### config.mk
export PLATFORM = sky130hd
export DESIGN_NAME = pfm_boost_ctrl
export DESIGN_NICKNAME = d
export VERILOG_FILES = /design/src/rtl/pfm_boost_pkg.sv /design/src/rtl/pfm_sync.sv /design/src/rtl/pfm_seq.sv /design/src/rtl/pfm_boost_ctrl.sv
export SDC_FILE = /design/constraint.sdc
export NUM_CORES = 1
export LEC_CHECK = 0
export CORE_ASPECT_RATIO = 0.8
export CORE_MARGIN = 8
export CORE_UTILIZATION = 35
export DETAILED_ROUTE_END_ITERATION = 12
export DONT_BUFFER_PORTS = 1
export PLACE_DENSITY = 0.61
export SETUP_SLACK_MARGIN = 0.05
export SYNTH_ARGS = -nofsm -noshare
export SYNTH_HDL_FRONTEND = slang
export SYNTH_SLANG_ARGS = --single-unit
### constraint.sdc
create_clock -name clk -period 1.3 [get_ports clk]
set_input_delay 0.325 -clock clk [delete_from_list [all_inputs] [get_ports clk]]
set_output_delay 0.325 -clock clk [all_outputs]
set_load 0.005 [all_outputs]
### src/rtl/pfm_boost_pkg.sv
package pfm_boost_pkg;

  // bit 0 of the state code is the switch drive
  typedef enum logic [1:0] {
    PS_IDLE  = 2'b00,
    PS_BLANK = 2'b01,
    PS_FOFF  = 2'b10,
    PS_ON    = 2'b11
  } pfm_state_e;

  localparam int unsigned FLAG_CS = 0;
  localparam int unsigned FLAG_OV = 1;
  localparam int unsigned FLAG_SD = 2;
  localparam int unsigned FLAG_W  = 3;

  // true in the final cycle of a window of len cycles counted from zero
  function automatic logic at_last(input int unsigned cnt, input int unsigned len);
    return cnt == len - 1;
  endfunction

  function automatic int unsigned max2(input int unsigned a, input int unsigned b);
    return (a > b) ? a : b;
  endfunction

  function automatic int unsigned cnt_width(input int unsigned a, input int unsigned b);
    return $clog2(max2(a, b) + 1);
  endfunction

endpackage

### src/rtl/pfm_sync.sv
module pfm_sync #(
  parameter int unsigned W      = 3,
  parameter int unsigned STAGES = 2
) (
  input  logic         clk,
  input  logic         rst_n,
  input  logic [W-1:0] async_i,
  output logic [W-1:0] sync_o
);

  logic [W-1:0] stg [STAGES];

  always_ff @(posedge clk or negedge rst_n) begin
    if (!rst_n) stg[0] <= '0;
    else        stg[0] <= async_i;
  end

  for (genvar g = 1; g < STAGES; g++) begin : g_stage
    always_ff @(posedge clk or negedge rst_n) begin
      if (!rst_n) stg[g] <= '0;
      else        stg[g] <= stg[g-1];
    end
  end

  assign sync_o = stg[STAGES-1];

endmodule

### src/rtl/pfm_seq.sv
module pfm_seq
  import pfm_boost_pkg::*;
#(
  parameter int unsigned BLANK_CYC  = 4,
  parameter int unsigned OFF_CYC    = 50,
  parameter int unsigned MAX_ON_CYC = 200
) (
  input  logic clk,
  input  logic rst_n,
  input  logic cs_i,
  input  logic ov_i,
  input  logic sd_i,
  output logic sw_o,
  output logic blank_o,
  output logic trip_o,
  output logic maxon_o
);

  localparam int unsigned CNT_W = cnt_width(OFF_CYC, MAX_ON_CYC);

  pfm_state_e       st_q, st_d;
  logic [CNT_W-1:0] cnt_q, cnt_d;
  logic             hold;

  assign hold = ov_i | sd_i;

  always_comb begin
    st_d    = st_q;
    cnt_d   = cnt_q + 1'b1;
    trip_o  = 1'b0;
    maxon_o = 1'b0;
    unique case (st_q)
      PS_IDLE: begin
        cnt_d = '0;
        if (!hold) st_d = PS_BLANK;
      end
      PS_BLANK: begin
        if (hold) begin
          st_d  = PS_IDLE;
          cnt_d = '0;
        end else if (at_last(32'(cnt_q), BLANK_CYC)) begin
          st_d = PS_ON;
        end
      end
      PS_ON: begin
        if (sd_i) begin
          st_d  = PS_IDLE;
          cnt_d = '0;
        end else if (cs_i) begin
          trip_o = 1'b1;
          st_d   = PS_FOFF;
          cnt_d  = '0;
        end else if (at_last(32'(cnt_q), MAX_ON_CYC)) begin
          maxon_o = 1'b1;
          st_d    = PS_FOFF;
          cnt_d   = '0;
        end else if (ov_i) begin
          st_d  = PS_IDLE;
          cnt_d = '0;
        end
      end
      PS_FOFF: begin
        if (at_last(32'(cnt_q), OFF_CYC)) begin
          cnt_d = '0;
          st_d  = hold ? PS_IDLE : PS_BLANK;
        end
      end
      default: begin
        st_d  = PS_IDLE;
        cnt_d = '0;
      end
    endcase
  end

  always_ff @(posedge clk or negedge rst_n) begin
    if (!rst_n) begin
      st_q  <= PS_IDLE;
      cnt_q <= '0;
    end else begin
      st_q  <= st_d;
      cnt_q <= cnt_d;
    end
  end

  assign sw_o    = st_q[0];
  assign blank_o = (st_q == PS_BLANK);

endmodule

### src/rtl/pfm_boost_ctrl.sv
module pfm_boost_ctrl
  import pfm_boost_pkg::*;
#(
  parameter int unsigned BLANK_CYC   = 4,
  parameter int unsigned OFF_CYC     = 50,
  parameter int unsigned MAX_ON_CYC  = 200,
  parameter int unsigned SYNC_STAGES = 2
) (
  input  logic clk,
  input  logic rst_n,
  input  logic cur_trip_i,
  input  logic ov_i,
  input  logic shdn_i,
  output logic sw_en_o
);

  logic [FLAG_W-1:0] flags_raw, flags_sync;
  logic cs_sync, ov_sync, sd_sync;
  logic blank_act, trip_evt, maxon_evt;

  always_comb begin
    flags_raw          = '0;
    flags_raw[FLAG_CS] = cur_trip_i;
    flags_raw[FLAG_OV] = ov_i;
    flags_raw[FLAG_SD] = shdn_i;
  end

  pfm_sync #(
    .W      (FLAG_W),
    .STAGES (SYNC_STAGES)
  ) u_sync (
    .clk     (clk),
    .rst_n   (rst_n),
    .async_i (flags_raw),
    .sync_o  (flags_sync)
  );

  assign cs_sync = flags_sync[FLAG_CS];
  assign ov_sync = flags_sync[FLAG_OV];
  assign sd_sync = flags_sync[FLAG_SD];

  pfm_seq #(
    .BLANK_CYC  (BLANK_CYC),
    .OFF_CYC    (OFF_CYC),
    .MAX_ON_CYC (MAX_ON_CYC)
  ) u_seq (
    .clk     (clk),
    .rst_n   (rst_n),
    .cs_i    (cs_sync),
    .ov_i    (ov_sync),
    .sd_i    (sd_sync),
    .sw_o    (sw_en_o),
    .blank_o (blank_act),
    .trip_o  (trip_evt),
    .maxon_o (maxon_evt)
  );

endmodule

==> results.md, run 1 <==
Synth:
- The net count of the mapped netlist is 68.
- Synthesis handed over a netlist of 61 instances.
- Yosys printed 0 warnings.
- The share of the Yosys chip area taken by registers is 53.7%.
- In the synthesized netlist the dominant register cell turns out to be sky130_fd_sc_hd__dfrtp_1.
- The number of enable flip-flop cells after synthesis is 0.
- The post-synthesis instance area is 746 µm².
- The async set-reset flop share out of synthesis is 100%.
- After synthesis, the mean cell area works out to 12.2 µm².
- The number of distinct library cells after synthesis is 26.
- In this run, synthesis produced a sequential element count of 16.

Global routing:
- The global-route wire length before repair is 2.74 mm.
- Global routing finished with a remaining overflow of 0.
- The maximum number of pins on one net before global-route repair is 17.
- The initial antenna violation count is 0.
- The total global-route track usage is 9.52%.
- The via count of the first global-routing pass was 576.

Timing:
- Setup repair after global routing could not meet its margin everywhere.
- The actual slew at the worst max-slew pin is 0.709 ns.
- The final critical-path setup slack is -0.0196 ns.
- The final hold violation count is 0.
- On the final layout, the worst hold slack is 0.0517 ns.
- The sum of negative setup slack is -0.0696 ns.
- Measured against its own limit, the worst slew margin works out to 52.6%.
- Counting I/O delays and the setup requirement, the final critical path takes 1.32 ns.
- The setup clock skew after layout is 0.00389 ns.
- The share of the cycle needed by the critical path after routing is 102%.
- Based on the critical path, the design can be clocked at up to 758 MHz.
- Setup violations remaining at the end of the flow were counted as 6.
- The count of pins over their slew limit is 0.

Min path:
- The tightest min-delay check is of the in -> reg type.
- Along the worst hold path, the cell count comes to 0.

Clock tree:
- Counting the buffers created by CTS gives 3.
- The clock root buffer is sky130_fd_sc_hd__clkbuf_4.
- The number of H-tree levels is 1.
- The TritonCTS clock tree is built.
- The maximum number of buffers from clock root to sink is 2.
- The count of clock tree sinks is 16.
- Clock-pin slew was measured on the worst setup and hold paths at 0.09 ns.
- The clock reaches the later pin of the worst-skew pair after 0.29 ns.

Routing:
- The aggregate routed wire length is 1.66 mm.
- The routed length on met2 is 824 µm.
- The first detailed-routing pass ran for 2 iterations.
- The mean number of vias per cell is 5.39.
- The total routed wire length on the met1 layer is 767 µm.
- The number of design-rule violations left by the first detailed-router iteration is 3.
- The DRC violations left is 0.
- In the final routed layout, each cell accounts on average for 15.5 µm.
- The detail route stage leaves a number of antenna-violating nets equal to 0.
- The top layer used by detailed routing is met4.
- The total via count after detailed routing is 577.
- The routed design uses 31 µm of met3 wire.

Finish:
- The filler cell count is 195.
- The synthesis-to-layout area growth is 33.4%.
- The number of antenna diodes is 0.
- The final standard cell count with taps included and fillers excluded is 107.
- The number of nets at the end of the flow is 90.
- The fraction of final layout cells sized beyond drive strength 1 is 37.8%.

Critical path:
- The critical path class is reg -> reg.
- The library cell contributing the largest single delay on the critical path is sky130_fd_sc_hd__dfrtp_1.
- The signal on the critical path passes through inv_1 > ha_2 > a41o_1 > buf_6 > a32oi_1.
- The largest fanout of any net on the critical path is 8.
- The sort of element at the end of the critical path is a register.
- For the worst flop-to-flop path, the logic depth is 5.
- The kind of launch point of the worst setup path is a register.
- The maximum cell stage delay along the critical path is 0.44 ns.
- STA puts the critical path data required time at 1.51 ns.
- The arrival time of the worst setup path is 1.53 ns.

Die:
- The number of cell rows is 15.
- The initial core utilization is 35.8%.
- The vertical extent of the die is 57.3 µm.
- The die is 67.6 µm wide.
- In this run the count of I/O pins placed on the die edge is 6.
- The full die area is 3870 µm².
- The core region is 2080 µm².

Placed design:
- The congestion estimate from routability-driven global placement came to 0.762.
- The pre-CTS setup slack is -0.0641 ns.
- The number of I/O port buffers is 0.
- Once detailed placement completed, the half-perimeter wirelength came to 1.18 mm.
- Counting tap cells, the placed design contains a total of 99 instances.

Power and ir drop:
- In this run the static leakage power is 0.403 nW.
- The total power density per cell area is 885 nW/µm².
- The maximum VDD drop is 506 µV.

Run status:
- The flow ran to the end, but the final reports show violations.
- The checks that failed: setup timing.

Run:
- The tool flagged a number of max-cap violations equal to 0.
where the power goes:
group / switching [mW] / internal (mW)
logic: 0.0192 / 0.0133
registers: 0.00848 / 0.509
clock network: 0.160 / 0.171
total: 0.187 / 0.693
per-stage QoR:
stage	total power [mW]	utilization, %	instance area [µm²]
final	0.881	47.7	995
after global routing	0.907	47.7	995
after CTS	0.898	46.5	970
after detailed placement	0.546	42.4	883
after global placement	0.545	42.4	883
after floorplan	0.537	-	758
path summary, 6_finish.rpt:
kind / slack [ns] / endpoint / startpoint
setup / recovery: -0.02 / u_seq.cnt_q[6] / u_seq.cnt_q[1]
hold / removal: 0.05 / u_sync.stg[3] / cur_trip_i
setup reg to reg: -0.02 / u_seq.cnt_q[6] / u_seq.cnt_q[1]
hold reg to reg: 0.36 / u_sync.sync_o[2] / u_sync.stg[5]
max in group asynchronous: 0.29 / u_seq.cnt_q[2] / rst_n
min in group asynchronous: 0.52 / u_sync.sync_o[1] / rst_n
layer usage:
layer  GRT usage, %  vias up
li1               -      279
met1           12.2      286
met2           14.0        7
met3           1.76        5
met4           6.25        0
met5              0        -
what timing repair did:
item	in CTS	in global routing
hold endpoints to repair	16	0
hold buffers	1	0
setup buffers	0	3
resized for setup	5	1
endpoints found under the setup margin	10	10
pin swaps	5	6
logic make-up after synthesis:
family	synth area share [%]
buffers and inverters	2.52
AOI/OAI and AO/OA	18.6
xor gates and xnor gates	3.52
DFF	53.7
and+or+nand+nor	18.3
adders and majority gates	3.36
area by class of cell:
| class | count | area [µm²] | share of cell area, % |
|---|---|---|---|
| flip-flops and latches | 16 | 402 | 40.4 |
| multi-input cells | 42 | 373 | 37.5 |
| repair buffers | 18 | 145 | 14.6 |
| clock buffers | 4 | 36.3 | 3.65 |
| well taps | 25 | 31.3 | 3.14 |
| inverters | 2 | 7.51 | 0.755 |
registers in the layout, indices dropped and copies added (netlist names):
| signal | count |
|---|---|
| u_sync.sync_o | 3 |
| u_seq.cnt_q | 8 |
| u_seq.st_q | 2 |
| u_sync.stg | 3 |
synth_stat cells, types with 2 or more instances:
master                     count  area [µm²]
sky130_fd_sc_hd__a31oi_1       5        31.3
sky130_fd_sc_hd__o211a_1       2        20.0
sky130_fd_sc_hd__or3_1         3        18.8
sky130_fd_sc_hd__nand3b_1      2        15.0
sky130_fd_sc_hd__xor2_1        2        17.5
sky130_fd_sc_hd__inv_1         2        7.51
sky130_fd_sc_hd__a32oi_1       3        26.3
sky130_fd_sc_hd__nand2_1       3        11.3
sky130_fd_sc_hd__nand4_1       2        12.5
sky130_fd_sc_hd__nand3_1       2        10.0
sky130_fd_sc_hd__o21ai_0       3        15.0
sky130_fd_sc_hd__nor2_1        2        7.51
sky130_fd_sc_hd__ha_1          2        25.0
sky130_fd_sc_hd__dfrtp_1      16         400
worst max-delay path: cells and delay by family, from the launching register on:
kind / cells / cell delay, ns
flip-flops: 1 / 0.44
adder cells (fa/ha/maj): 1 / 0.17
AO/OA/AOI/OAI: 2 / 0.43
buffers and inverters: 2 / 0.22
placed cells by master, fill, tap and decap left out, types with 2 or more instances in the layout:
cell,synthesis,final
sky130_fd_sc_hd__nand2_1,3,3
sky130_fd_sc_hd__a31oi_1,5,4
sky130_fd_sc_hd__nor2_1,2,2
sky130_fd_sc_hd__inv_1,2,2
sky130_fd_sc_hd__or3_1,3,3
sky130_fd_sc_hd__dfrtp_1,16,15
sky130_fd_sc_hd__clkbuf_4,0,3
sky130_fd_sc_hd__nand3b_1,2,2
sky130_fd_sc_hd__nand4_1,2,2
sky130_fd_sc_hd__buf_6,1,2
sky130_fd_sc_hd__a32oi_1,3,3
sky130_fd_sc_hd__buf_4,0,15
sky130_fd_sc_hd__xor2_1,2,2
sky130_fd_sc_hd__nand3_1,2,2
sky130_fd_sc_hd__o21ai_0,3,3
sky130_fd_sc_hd__o211a_1,2,2
Power figures use the tool's default switching activity.
==> inputs of run 2 (changes only) <==
--- a/config.mk
+++ b/config.mk
@@ -5,12 +5,11 @@
 export SDC_FILE = /design/constraint.sdc
 export NUM_CORES = 1
 export LEC_CHECK = 0
-export CORE_ASPECT_RATIO = 0.8
 export CORE_MARGIN = 8
-export CORE_UTILIZATION = 35
+export CORE_UTILIZATION = 52
 export DETAILED_ROUTE_END_ITERATION = 12
 export DONT_BUFFER_PORTS = 1
-export PLACE_DENSITY = 0.61
+export PLACE_DENSITY = 0.8
 export SETUP_SLACK_MARGIN = 0.05
 export SYNTH_ARGS = -nofsm -noshare
 export SYNTH_HDL_FRONTEND = slang
==> results.md, run 2 (synthesized netlist as in run 1, its figures left out) <==
Run status:
- The flow ran to the end, but the final reports show violations.
- The final reports fail on setup timing.

Finish:
- The cell area after layout is 1010 µm² (+1.6%).
- The number of antenna diodes is 0 (unchanged).
- From synthesis to final layout, the design area changed by 35.6%.
- The library cell used most frequently in the layout, excluding fill and tap cells, is sky130_fd_sc_hd__buf_4.
- The final standard cell count with taps included and fillers excluded is 99 (-7.5%).
- Ranked by flip-flop count, first place goes to u_seq.cnt_q.
- The filler cell count was 82 (-58%).
- The fraction of final layout cells sized beyond drive strength 1 is 41.7% (+3.9 points).
- The area occupied by registers is 402 µm² (unchanged).
- The post-layout utilization of the core was 76.7% (+29 points).
- The number of flip-flops in the largest register is 8 (unchanged).
- The multi-input combinational cell area is 387 µm² (+3.7%).
- The library cells used most frequently in the layout, excluding fill and tap cells, are 17 x sky130_fd_sc_hd__buf_4, 15 x sky130_fd_sc_hd__dfrtp_1.
- The number of nets at the end of the flow is 92 (+2.2%).

Global routing:
- The maximum number of pins on one net before global-route repair is 17 (unchanged).
- The via count of the first global-routing pass was 621 (+7.8%).
- The total global-route track usage is 13.6% (+4.0 points).
- The global-route wire length before repair is 2.83 mm (+3.3%).
- The total grt overflow is 0 (unchanged).
- The initial antenna violation count is 0 (unchanged).

Timing:
- The highest achievable clock rate is 703 MHz (-7.2%).
- The worst slew slack as a fraction of its limit was 52.7% (+0.097 points).
- Setup repair after global routing could not meet its margin everywhere.
- The share of the cycle needed by the critical path after routing is 109% (+7.9 points).
- The count of pins over their slew limit came to 0 (unchanged).
- The actual slew at the worst max-slew pin is 0.707 ns (-0.00145 ns).
- The final hold violation count was 0 (unchanged).
- The setup clock skew after layout came to 0.00177 ns (-0.00211 ns).
- The final critical-path required period came to 1.42 ns (+0.103 ns).
- The final-report setup violation count is 10 (+4).
- The final critical-path setup slack is -0.123 ns (-0.103 ns).

Power and ir drop:
- The sequential fraction of design power is 59.2% (+0.4 points).
- The proportion of total power due to net switching is 20.4% (-0.92 points).
- The share of total power in the clock network was 36.7% (-0.8 points).
- The total power after layout came to 0.873 mW (-0.92%).
- The switching power of the nets is 0.178 mW (-5.2%).
- The reported leakage power is 0.417 nW (+3.5%).
- The cell-internal power was 0.695 mW (+0.24%).
- The total power density per cell area is 863 nW/µm² (-2.5%).
- The maximum VDD drop is 780 µV (+54%).
- The combinational share of power is 4.1% (+0.4 points).

Critical path:
- The kind of launch point of the worst setup path is a register.
- STA classifies the critical path endpoint as a register.
- The critical path class is reg -> reg.
- The largest fanout of any net on the critical path is 4 (-4).
- The arrival time of the worst setup path is 1.61 ns (+0.08 ns).
- The required arrival time at the worst endpoint is 1.49 ns (-0.02 ns).

Clock tree:
- The number of H-tree levels is 1 (unchanged).
- The total clock buffers created by CTS came to 3 (unchanged).
- The maximum number of buffers from clock root to sink is 2 (unchanged).
- The clock latency reported for the late side of the worst-skew pair is 0.28 ns (about the same).
- The count of clock tree sinks came to 16 (unchanged).
- The TritonCTS clock tree is built.
- The tree is rooted in a sky130_fd_sc_hd__clkbuf_4.
- The clock-pin slew reported for the worst setup and hold paths after clock tree synthesis is 0.09 ns (about the same).

Routing:
- The aggregate routed wire length is 1.80 mm (+8.4%).
- The residual antenna-violating net count after detailed routing is 0 (unchanged).
- The number of design-rule violations left by the first detailed-router iteration is 11 (+8).
- The average detailed-routed wire length per instance is 18.2 µm (+17%).
- The number of iterations in the first detailed-routing pass is 4 (+2).
- The total via count after detailed routing is 606 (+5.0%).
- The mean number of vias per cell is 6.12 (+14%).
- The DRC violations left is 0 (unchanged).

Placed design:
- The detailed placement HPWL is 1.15 mm (-2.5%).
- The number of placed instances, taps included came to 93 (-6.1%).
- The placer congestion estimate is 0.813 (+6.8%).
- The number of I/O port buffers is 0 (unchanged).
- The post-place instance area is 901 µm² (+2.0%).

Run:
- The count of maximum capacitance violations is 0 (unchanged).

Die:
- The vertical extent of the die came to 53.9 µm (-6.0%).
- The initial core utilization was 56.6% (+21 points).
- The area of the placeable core was 1320 µm² (-37%).
- The width of the die is 53.9 µm (-20%).
- The full die area is 2900 µm² (-25%).
- The number of top-level pins is 6 (unchanged).
- The number of cell rows is 13 (-2).

Min path:
- The min-delay analysis places its worst path in the category in -> reg.
-- run 2: cell count changes in the layout (fill, tap and decap cells not counted), sizes merged --
| cell | previous run | this run |
|---|---|---|
| buf | 17 | 19 |
-- run 2: per-stage QoR --
step | worst slack, ns | TNS, ns | hold WS [ns]
after floorplan | 0.0163 | 0 | 0.0294
after global placement | -0.0510 | -0.318 | 0.0298
after detailed placement | -0.0700 | -0.408 | 0.0298
after CTS | -0.0973 | -0.741 | 0.0535
after global routing | -0.180 | -1.52 | 0.0413
final | -0.123 | -0.874 | 0.0622
-- run 2: timing repair --
item                                    4_1_cts  5_1_grt
hold endpoints to repair                     16        0
setup buffers                                 1        0
gates resized for setup                       3        6
hold buffers                                  1        0
endpoints found under the setup margin       11       11
pin swaps                                     2        4
-- run 2: critical path: stages (launching register included) --
cell	delay (ns)
sky130_fd_sc_hd__dfrtp_1	0.43
sky130_fd_sc_hd__inv_1	0.08
sky130_fd_sc_hd__ha_2	0.19
sky130_fd_sc_hd__a41o_1	0.28
sky130_fd_sc_hd__buf_4	0.16
sky130_fd_sc_hd__a31oi_1	0.19
-- run 2: final cells by class --
cell class / instances / share of cell area [%]
timing repair buffer: 20 / 15.8
tap: 15 / 1.86
clock buffer: 4 / 3.59
multi-input combinational: 42 / 38.2
sequential: 16 / 39.7
inverter: 2 / 0.743
-- run 2: layer usage --
| layer | track usage [%] | vias up | share of wire (%) |
|---|---|---|---|
| li1 | - | 288 | - |
| met1 | 15.2 | 298 | 41 |
| met2 | 23.6 | 16 | 53 |
| met3 | 3.31 | 4 | 4.3 |
| met4 | 6.30 | 0 | 1.9 |
| met5 | 0 | - | 0 |
-- run 2: power groups by stage --
stage	clock, mW	sequential [mW]	combinational [mW]
finish	0.320	0.517	0.0356
global route	0.357	0.518	0.0399
CTS	0.332	0.516	0.0348
detailed placement	0	0.526	0.0215
global placement	0	0.526	0.0211
floorplan	0	0.526	0.0114
-- run 2: final timing paths --
kind                                startpoint               end  slack, ns  depth (start not counted)
max in group asynchronous                rst_n    u_seq.cnt_q[2]       0.28                          1
worst max-delay path            u_seq.cnt_q[1]    u_seq.cnt_q[2]      -0.12                          5
worst min-delay path                cur_trip_i     u_sync.stg[3]       0.06                          0
worst min register to register   u_sync.stg[4]  u_sync.sync_o[1]       0.36                          0
worst max register to register  u_seq.cnt_q[1]    u_seq.cnt_q[2]      -0.12                          5
min in group asynchronous                rst_n    u_seq.cnt_q[0]       0.53                          1
==> inputs of run 3 (changes only) <==
--- a/config.mk
+++ b/config.mk
@@ -10,6 +10,7 @@
 export DETAILED_ROUTE_END_ITERATION = 12
 export DONT_BUFFER_PORTS = 1
 export PLACE_DENSITY = 0.8
+export REMOVE_ABC_BUFFERS = 1
 export SETUP_SLACK_MARGIN = 0.05
 export SYNTH_ARGS = -nofsm -noshare
 export SYNTH_HDL_FRONTEND = slang
==> results.md, run 3 (synthesized netlist as in run 1, its figures left out) <==
Min path:
- The path type of the worst min-delay path is in -> reg.
- The startpoint of the tightest hold check path is shdn_i.

Timing:
- The count of pins over their slew limit is 0 (unchanged).
- The final critical-path required period is 1.40 ns (-0.0212 ns).
- The final-report setup violation count was 9 (-1).
- The setup clock skew after layout is 0.00635 ns (+0.00457 ns).
- The final hold violation count is 0 (unchanged).
- The highest achievable clock rate is 714 MHz (+1.5%).
- The worst slew slack as a fraction of its limit was 52.8% (+0.13 points).
- The actual slew at the worst max-slew pin came to 0.706 ns (-0.00193 ns).
- The final critical-path setup slack came to -0.101 ns (+0.0212 ns).
- Setup repair after global routing could not meet its margin everywhere.
- The share of the cycle needed by the critical path after routing was 108% (-1.6 points).

Clock tree:
- The count of clock tree sinks came to 16 (unchanged).
- The clock-pin slew reported for the worst setup and hold paths after clock tree synthesis is 0.09 ns (about the same).
- The clock root buffer is sky130_fd_sc_hd__clkbuf_4.
- The clock latency reported for the late side of the worst-skew pair came to 0.29 ns (about the same).
- The total clock buffers created by CTS is 3 (unchanged).
- TritonCTS built the clock tree.
- The number of H-tree levels came to 1 (unchanged).
- The maximum number of buffers from clock root to sink came to 2 (unchanged).

Critical path:
- The required arrival time at the worst endpoint is 1.51 ns (+0.02 ns).
- The maximum cell stage delay along the critical path is 0.42 ns (about the same).
- The top cell family by delay on the critical path is simple AND/OR/NAND/NOR gates.
- The arrival time of the worst setup path is 1.61 ns (about the same).
- In this run the critical register-to-register path is launched from u_seq.cnt_q[1].
- The buffers plus inverters on the worst setup path was 1 (-1).
- Walking the worst path, the cells encountered are ha_4 > buf_6 > nand2_2 > or3_1 > a32oi_1.
- The startpoint of the most critical setup path is u_seq.cnt_q[1].
- The library cell contributing the largest single delay on the critical path is sky130_fd_sc_hd__dfrtp_1.
- The sort of element at the end of the critical path is a register.
- The worst setup path is launched from a register.
- The largest fanout of any net on the critical path is 4 (unchanged).
- The critical path in this run is classified as reg -> reg.

Placed design:
- The pre-CTS setup slack was -0.0526 ns (+0.0174 ns).
- The detailed placement HPWL is 1.11 mm (-3.4%).
- The placer congestion estimate came to 0.782 (-3.8%).
- The number of I/O port buffers is 0 (unchanged).

Routing:
- The average detailed-routed wire length per instance came to 20.2 µm (+11%).
- The aggregate routed wire length was 1.96 mm (+8.8%).
- The residual antenna-violating net count after detailed routing is 0 (unchanged).
- The number of design-rule violations left by the first detailed-router iteration is 38 (+27).
- The mean number of vias per cell is 6.74 (+10%).
- The DRC violations left is 0 (unchanged).
- The number of iterations in the first detailed-routing pass is 4 (unchanged).
- The total via count after detailed routing is 654 (+7.9%).

Die:
- The initial core utilization was 56.6% (unchanged).
- The width of the die is 53.9 µm (unchanged).
- The full die area is 2900 µm² (unchanged).
- The number of top-level pins is 6 (unchanged).
- The area of the placeable core is 1320 µm² (unchanged).
- The vertical extent of the die was 53.9 µm (unchanged).
- The number of cell rows is 13 (unchanged).

Global routing:
- The total global-route track usage is 12.5% (-1.0 points).
- The total grt overflow is 0 (unchanged).
- The maximum number of pins on one net before global-route repair is 17 (unchanged).
- The initial antenna violation count is 0 (unchanged).
- The via count of the first global-routing pass is 615 (-0.97%).
- The global-route wire length before repair is 2.62 mm (-7.3%).

Run:
- The count of maximum capacitance violations is 0 (unchanged).

Run status:
- The final reports fail on setup timing.
- The flow ran to the end, but the final reports show violations.

Finish:
- The number of antenna diodes is 0 (unchanged).
- The number of nets at the end of the flow is 90 (-2.2%).
- The top cell types in the final layout, fill and taps aside, are 13 x sky130_fd_sc_hd__buf_4, 13 x sky130_fd_sc_hd__dfrtp_1, 5 x sky130_fd_sc_hd__a31oi_1.
- The number of flip-flops in the largest register is 8 (unchanged).
- The filler cell count is 73 (-11%).
- The register with the most flip-flops is u_seq.cnt_q.
- The fraction of final layout cells sized beyond drive strength 1 came to 41.5% (-0.20 points).
- From synthesis to final layout, the design area changed by 34.7%.

Power and ir drop:
- The reported leakage power is 0.402 nW (-3.6%).
- The total power after layout is 0.878 mW (+0.58%).
- The maximum VDD drop came to 660 µV (-15%).
- The total power density per cell area is 873 nW/µm² (+1.2%).
==> run 3: changes by cell type in the layout (fill, tap and decap cells not counted) <==
cell / before / now
sky130_fd_sc_hd__dfrtp_2: 1 / 3
sky130_fd_sc_hd__nand2_1: 3 / 2
sky130_fd_sc_hd__dfrtp_1: 15 / 13
sky130_fd_sc_hd__a31oi_2: 2 / 0
sky130_fd_sc_hd__nand2_2: 0 / 1
sky130_fd_sc_hd__a31oi_1: 3 / 5
sky130_fd_sc_hd__buf_4: 17 / 13
sky130_fd_sc_hd__buf_6: 2 / 4
sky130_fd_sc_hd__o211ai_2: 1 / 0
sky130_fd_sc_hd__o211ai_4: 0 / 1
==> run 3: stage by stage <==
step	TNS (ns)	util, %	hold WS, ns	cells	cell area, µm²
global route	-0.918	76.3	0.0321	97	1000
detailed placement	-0.269	65.1	0.0299	89	858
CTS	-0.226	69.5	0.0442	95	916
floorplan	-0.400	-	0.0294	60	734
finish	-0.400	76.3	0.0493	97	1000
global placement	-0.00368	65.1	0.0299	89	858
==> run 3: final timing paths <==
kind / to / slack, ns / cells past startpoint
max: u_seq.cnt_q[6] / -0.10 / 5
min: u_sync.stg[5] / 0.05 / 0
max reg2reg: u_seq.cnt_q[6] / -0.10 / 5
min reg2reg: u_sync.sync_o[2] / 0.36 / 0
max in group asynchronous: u_seq.cnt_q[0] / 0.29 / 1
min in group asynchronous: u_seq.cnt_q[4] / 0.51 / 1
==> run 3: worst reg2reg max path, delay by kind of cell (launching register included) <==
family,cells,cell delay (ns)
AND/OR/NAND/NOR,2,0.45
flip-flops,1,0.42
adder cells (fa/ha/maj),1,0.18
AO/OA/AOI/OAI,1,0.16
buffers and inverters,1,0.11
==> run 3: what timing repair did <==
action,CTS,global route
setup endpoints to repair,10,10
pin swaps,7,9
resized for setup,1,14
endpoints found under the hold margin,16,0
buffers inserted,1,2
hold buffers,1,0
==> run 3: cell type report <==
class	count	area [µm²]	share of cell area [%]
Inverter	2	7.51	0.747
Multi-Input combinational cell	42	385	38.4
Clock buffer	4	36.3	3.61
Timing Repair Buffer	18	153	15.2
Sequential cell	16	404	40.2
Tap cell	15	18.8	1.87
==> run 3: power breakdown <==
part / internal [mW] / total (mW) / switching [mW]
Combinational: 0.0120 / 0.0306 / 0.0186
Clock: 0.171 / 0.328 / 0.157
Sequential: 0.509 / 0.519 / 0.00951
==> run 3: per-layer routing <==
layer | GRT usage, % | vias up | share of wire [%] | wire length, µm
li1 | - | 282 | - | -
met1 | 14.5 | 323 | 39 | 767
met2 | 18.3 | 36 | 49 | 963
met3 | 4.13 | 13 | 6.4 | 125
met4 | 10.5 | 0 | 5.3 | 103
met5 | 0 | - | 0 | 0
